--- src/rtl/fifo_status_ctrl.sv ---
module fifo_status_ctrl #(
  parameter int DEPTH = 64,
  parameter int DW    = 32,
  parameter int TW    = 2
) (
  input  logic          clk,
  input  logic          rst_n,
  input  logic          tx_mode,
  input  logic          frame_mode,
  input  logic          bus_push,
  input  logic [DW-1:0] bus_wdata,
  input  logic [DW/8-1:0] bus_wend,
  input  logic [TW-1:0] bus_wtag,
  input  logic          bus_pop,
  input  logic          cdc_push,
  input  logic [DW-1:0] cdc_wdata,
  input  logic [DW/8-1:0] cdc_wend,
  input  logic [TW-1:0] cdc_wtag,
  input  logic          cdc_pop,
  input  logic          cdc_retry,
  input  logic          cdc_reject,
  output logic [DW-1:0] rd_data,
  output logic [DW/8-1:0] rd_end,
  output logic          fifo_empty,
  output logic          fifo_full,
  input  logic          ptr_wr_w,
  input  logic          ptr_wr_r,
  input  logic [$clog2(DEPTH)+1:0] ptr_val,
  input  logic          st_wr,
  input  logic [15:0]   st_wdata,
  output logic [15:0]   status,
  output logic          fifo_irq
);
  localparam int AW = $clog2(DEPTH);
  localparam int PW = AW + 1;
  localparam int NL = DW / 8;
  localparam int EW = DW + NL + TW;

  logic [EW-1:0] mem [DEPTH];
  logic [PW-1:0] wptr, rptr, fstart, wstart, fcnt, wptr_n, rptr_n;
  logic [PW-1:0] cnt, dr, dw;
  logic [TW-1:0] tag_q;
  logic ip, txw, fae, rxw, uf, of;

  wire [EW-1:0] head = mem[rptr[AW-1:0]];
  wire [TW-1:0] head_tag = head[TW-1:0];
  assign rd_end  = head[TW +: NL];
  assign rd_data = head[TW+NL +: DW];

  assign cnt = wptr - rptr;
  assign fifo_empty = (cnt == '0);
  assign fifo_full  = (cnt >= PW'(DEPTH));

  wire push_req = tx_mode ? bus_push : cdc_push;
  wire pop_req  = tx_mode ? cdc_pop  : bus_pop;
  wire [EW-1:0] w_ent = tx_mode ? {bus_wdata, bus_wend, bus_wtag}
                                : {cdc_wdata, cdc_wend, cdc_wtag};
  wire push_end = |w_ent[TW +: NL];
  wire pop_end  = |rd_end;
  wire do_push  = push_req && !fifo_full;
  wire do_pop   = pop_req && !fifo_empty;

  wire ptr_ok = (ptr_val < (PW+1)'(2*DEPTH));
  wire ld_w   = ptr_wr_w && ptr_ok;
  wire ld_r   = ptr_wr_r && ptr_ok;
  wire retry  = frame_mode && tx_mode && cdc_retry;
  wire reject = frame_mode && !tx_mode && cdc_reject;

  assign dr = rptr - wstart;
  assign dw = wptr - wstart;
  wire rd_touch = (dr != '0) && (dr <= dw);
  wire ovw = frame_mode && tx_mode && do_push && ((wptr - fstart) >= PW'(DEPTH));

  always_comb begin
    wptr_n = wptr;
    if (ld_w)         wptr_n = ptr_val[PW-1:0];
    else if (reject)  wptr_n = wstart;
    else if (do_push) wptr_n = wptr + 1'b1;
    rptr_n = rptr;
    if (ld_r)                     rptr_n = ptr_val[PW-1:0];
    else if (retry)               rptr_n = fstart;
    else if (reject && rd_touch)  rptr_n = wstart;
    else if (do_pop)              rptr_n = rptr + 1'b1;
  end

  wire inc = do_push && push_end && !reject && !ld_w;
  wire dec = do_pop && pop_end && !retry && !ld_r && !(reject && rd_touch);

  always_ff @(posedge clk)
    if (do_push) mem[wptr[AW-1:0]] <= w_ent;

  always_ff @(posedge clk) begin
    if (!rst_n) begin
      wptr <= '0; rptr <= '0; fstart <= '0; wstart <= '0; fcnt <= '0;
      tag_q <= '0;
      {ip, txw, fae, rxw, uf, of} <= '0;
    end else begin
      wptr <= wptr_n;
      rptr <= rptr_n;
      if (!frame_mode || ld_r || dec) fstart <= rptr_n;
      if (!frame_mode || ld_w || inc) wstart <= wptr_n;
      fcnt <= fcnt + PW'(inc) - PW'(dec);
      if (do_pop && !tx_mode) tag_q <= head_tag;
      ip  <= (ip  & ~(st_wr & st_wdata[15])) | ((ptr_wr_w | ptr_wr_r) & ~ptr_ok);
      txw <= (txw & ~(st_wr & st_wdata[14])) | (tx_mode & cdc_pop & fifo_empty);
      fae <= (fae & ~(st_wr & st_wdata[7]))  | ovw | (reject & rd_touch);
      rxw <= (rxw & ~(st_wr & st_wdata[6]))  | (~tx_mode & cdc_push & fifo_full);
      uf  <= (uf  & ~(st_wr & st_wdata[5]))  | (pop_req & fifo_empty);
      of  <= (of  & ~(st_wr & st_wdata[4]))  | (push_req & fifo_full);
    end
  end

  wire frdy = frame_mode && (fcnt != '0);
  wire [3:0] lane = (frame_mode && !fifo_empty) ? 4'(rd_end) : 4'b0;
  assign status   = {ip, txw, 2'(tag_q), lane, fae, rxw, uf, of, frdy, 3'b000};
  assign fifo_irq = ip | txw | fae | rxw | uf | of;
endmodule


--- config.mk ---
export PLATFORM = sky130hd
export DESIGN_NAME = fifo_status_ctrl
export DESIGN_NICKNAME = d
export VERILOG_FILES = /design/src/rtl/fifo_status_ctrl.sv
export SDC_FILE = /design/constraint.sdc
export NUM_CORES = 2
export LEC_CHECK = 0
export BUFFER_PORTS_ARGS = -buffer_cell sky130_fd_sc_hd__buf_4
export CAP_MARGIN = 30
export CELL_PAD_IN_SITES_DETAIL_PLACEMENT = 2
export CELL_PAD_IN_SITES_GLOBAL_PLACEMENT = 2
export CORE_MARGIN = 3
export CORE_UTILIZATION = 30
export DETAILED_ROUTE_END_ITERATION = 7
export GPL_ROUTABILITY_DRIVEN = 0
export GPL_TIMING_DRIVEN = 0
export PLACE_DENSITY = 0.62
export SLEW_MARGIN = 20
export SYNTH_ARGS = -nofsm -noshare
export SYNTH_HDL_FRONTEND = slang
export SYNTH_SLANG_ARGS = --single-unit
--- constraint.sdc ---
create_clock -name clk -period 7.3 [get_ports clk]
set_input_delay 0.365 -clock clk [delete_from_list [all_inputs] [get_ports clk]]
set_output_delay 0.365 -clock clk [all_outputs]
set_load 0.1 [all_outputs]
==> results.sh <==
export IMPL_core_area_sq_mm=0.319
export IMPL_clkTransAtPathRegs_ns=0.07
export IMPL_maxSlewViolCount=0
export IMPL_slowest_delay_ns=0.43
export IMPL_ys_warn_count=0
export IMPL_num_nets_final=4866
export IMPL_grt_util_all_layers=0.193
export IMPL_first_pass_iters=6
export IMPL_crit_start="rptr[0]"
export IMPL_route_detailed_drc=0
export IMPL_synth_cell_area_sq_mm=0.0966
export IMPL_start_kind="flop"
export IMPL_clock_sinks=2475
export IMPL_antenna_left=0
export IMPL_holdCritPathClass="in2reg"
export IMPL_irDropWorstVdd_v=0.000407
export IMPL_worst_path_max_fanout=19
export IMPL_regArea_sq_mm=0.0739
export IMPL_cap_violations=0
export IMPL_htree_levels=5
export IMPL_finalCritPeriodShare=0.932
export IMPL_worstPathRequired_ns=7.98
export IMPL_syn_avg_cell_area_sq_um=23.6
export IMPL_crit_slowest_cell="fa_1"
export IMPL_grt_pass1_vias=52400
export IMPL_worst_path_most_repeated_cell="inv_1"
export IMPL_io_buffers=153
export IMPL_die_area_sq_mm=0.329
export IMPL_grt_overflow=0
export IMPL_min_from="cdc_push"
export IMPL_vias_per_cell=5.29
export IMPL_leakagePower_nw=35.8
export IMPL_start_util=0.302
export IMPL_syn2layout_area_growth_pct=20.0
export IMPL_rsz0062_at_grt="false"
export IMPL_ys_types=71
export IMPL_setup_viol=0
export IMPL_ys_ff_latch=2475
export IMPL_layout_cells_non_filler=9206
export IMPL_final_cell_mix="2432 x edfxtp_1, 777 x mux4_2, 279 x clkbuf_16, 200 x buf_4, 143 x clkbuf_1"
export IMPL_drtIter0Drc=6324
export IMPL_period_needed_ns=6.80
export IMPL_cts_tree="built"
export IMPL_rr_startpoint="rptr[0]"
export IMPL_wirelength_um=322000
export IMPL_timing_worst_setup_path_type="reg2reg"
export IMPL_arrival_ns=7.48
export IMPL_final_core_util=0.363
export IMPL_async_flop_share=0
export IMPL_yosysTopAreaCellShare=0.756
export IMPL_antenna_found_initial=13
export IMPL_postPlaceCellArea_sq_mm=0.107
export IMPL_cts_buffers=271
export IMPL_max_freq_mhz=147
export IMPL_whs_ns=0.0491
export IMPL_synthFlopType="edfxtp_1"
export IMPL_fin_skew_ns=0.0728
export IMPL_fin_area_sq_mm=0.116
export IMPL_slew_headroom=0.282
export IMPL_multiInputGateArea_sq_mm=0.0219
export IMPL_fillers=30300
export IMPL_synthCells=4085
export IMPL_grt_busiest_layer="met2"
export IMPL_synthTopCellsByArea="edfxtp_1 76%, mux4_2 18%, dfxtp_1 0.89%, ha_1 0.53%, mux2_2 0.47%"
export IMPL_use_met3=0.0287
export IMPL_rows=207
export IMPL_clk_latency_ns=0.85
export IMPL_power_density_mw_per_mm2=314
export IMPL_grt_pass1_wl_um=447000
export IMPL_grt_max_degree=66
export IMPL_post_cts_buffers=0
export IMPL_final_common_cell="edfxtp_1"
export IMPL_die_x_um=573
export IMPL_worst_slew_pin_slew_ns=1.08
export IMPL_clock_path_buffers=4
export IMPL_yosysTopAreaCell="edfxtp_1"
export IMPL_synth_edff_count=2432
export IMPL_finalHoldViolCount=0
export IMPL_outcome="complete, no violations"
export IMPL_yosysSeqAreaShare=0.765
export IMPL_drt_wirelength_per_cell_um=35.0
export IMPL_place_hpwl_um=220000
export IMPL_drive_gt1_frac=0.352
export IMPL_pin_count=168
export IMPL_use_met2=0.323
export IMPL_fp_dieH_um=573
export IMPL_ctsRootBufferMaster="clkbuf_16"
export IMPL_cp_end_kind="flop"
export IMPL_place_inst=8691
export IMPL_use_met1=0.259
export IMPL_num_vias=48700
## critical path: cells and delay by family (launching register included)
family	cells	cell delay (ns)
buffers and inverters	11	1.70
adder cells (fa/ha/maj)	6	1.68
AO/OA/AOI/OAI	8	1.65
AND/OR/NAND/NOR	7	1.21
flip-flops	1	0.40
## kinds of logic (layout without fill, tap and decap cells)
kind of cell	Yosys count	count (layout)	share of synthesized area
flip-flops	2475	2475	0.765
multiplexers	826	826	0.187
buffers and inverters	298	1114	0.0150
AND/OR/NAND/NOR	250	250	0.0126
AO/OA/AOI/OAI	168	168	0.0122
adder cells (fa/ha/maj)	44	44	0.00593
XOR/XNOR	23	23	0.00209
other	1	22	0.0000388
## state kept, by name, indices dropped and copies added, names as in the netlist
| register | flops |
|---|---|
| mem | 2432 |
| fcnt | 7 |
| fstart | 7 |
| rptr | 7 |
| wptr | 7 |
| wstart | 7 |
| tag_q | 2 |
| fae | 1 |
| ip | 1 |
| of | 1 |
| rxw | 1 |
| txw | 1 |
| uf | 1 |
## power by group
| part | internal, W | switching (W) |
|---|---|---|
| Sequential | 0.0158 | 0.0000723 |
| Clock | 0.00749 | 0.00563 |
| Combinational | 0.00275 | 0.00462 |
## what timing repair did
action,in CTS,in global routing
endpoints found under the setup margin,6,1
hold buffers,18,0
hold endpoints to repair,20,0
pin swaps,0,0
resized for setup,2,6
## layer usage
metal / vias up / wire [um]
met1: 27200 / 130000
li1: 18800 / -
met5: - / 0
met3: 470 / 21500
met4: 0 / 11000
met2: 2199 / 160000
## layout make-up
class                           instances  share of cell area
Antenna cell                           19            0.000410
Buffer                                252              0.0116
Clock buffer                          338              0.0622
Clock inverter                        129             0.00855
Inverter                               44             0.00145
Multi-Input combinational cell       1314               0.189
Sequential cell                      2475               0.637
Tap cell                             4284              0.0462
Timing Repair Buffer                  351              0.0435
## worst paths after layout
kind,endpoint,slack (ns),depth (start not counted)
worst max-delay path,fcnt[6],0.50,32
worst min-delay path,rxw,0.05,4
worst max register to register,fcnt[6],0.50,32
worst min register to register,tag_q[0],0.48,2
## synth_stat cells (5+ instances only)
master and instances:
buf_4 47, and3_1 9, mux4_2 777, a21o_1 10, nand2b_1 6, buf_2 52, nor4_1 5, o21ai_0 24
xnor2_1 15, mux2_2 40, a31oi_1 5, a22o_1 6, nand3_1 19, nand4_1 6, a221oi_1 5, a22oi_1 16
mux2_4 5, or3_1 6, nor2_1 95, edfxtp_1 2432, a21oi_1 44, nor3_1 6, o22ai_1 5, dfxtp_1 43
o221a_2 5, and2_1 19, buf_6 8, inv_1 43, nand2_1 46, a21boi_0 6, nor2b_1 17, clkbuf_1 114
xor2_1 8, ha_1 41, buf_1 31
## stage by stage
step | setup TNS (ns) | power (W) | worst slack (ns)
4_1_cts | 0 | 0.0367 | 0.132
3_5_place_dp | -1.80 | 0.0236 | -0.803
6_report | 0 | 0.0364 | 0.497
5_1_grt | 0 | 0.0375 | 0.0148
2_1_floorplan | 0 | 0.0208 | 1.34
3_3_place_gp | -8124.85 | 0.0233 | -3.92
Power figures use the tool's default switching activity.
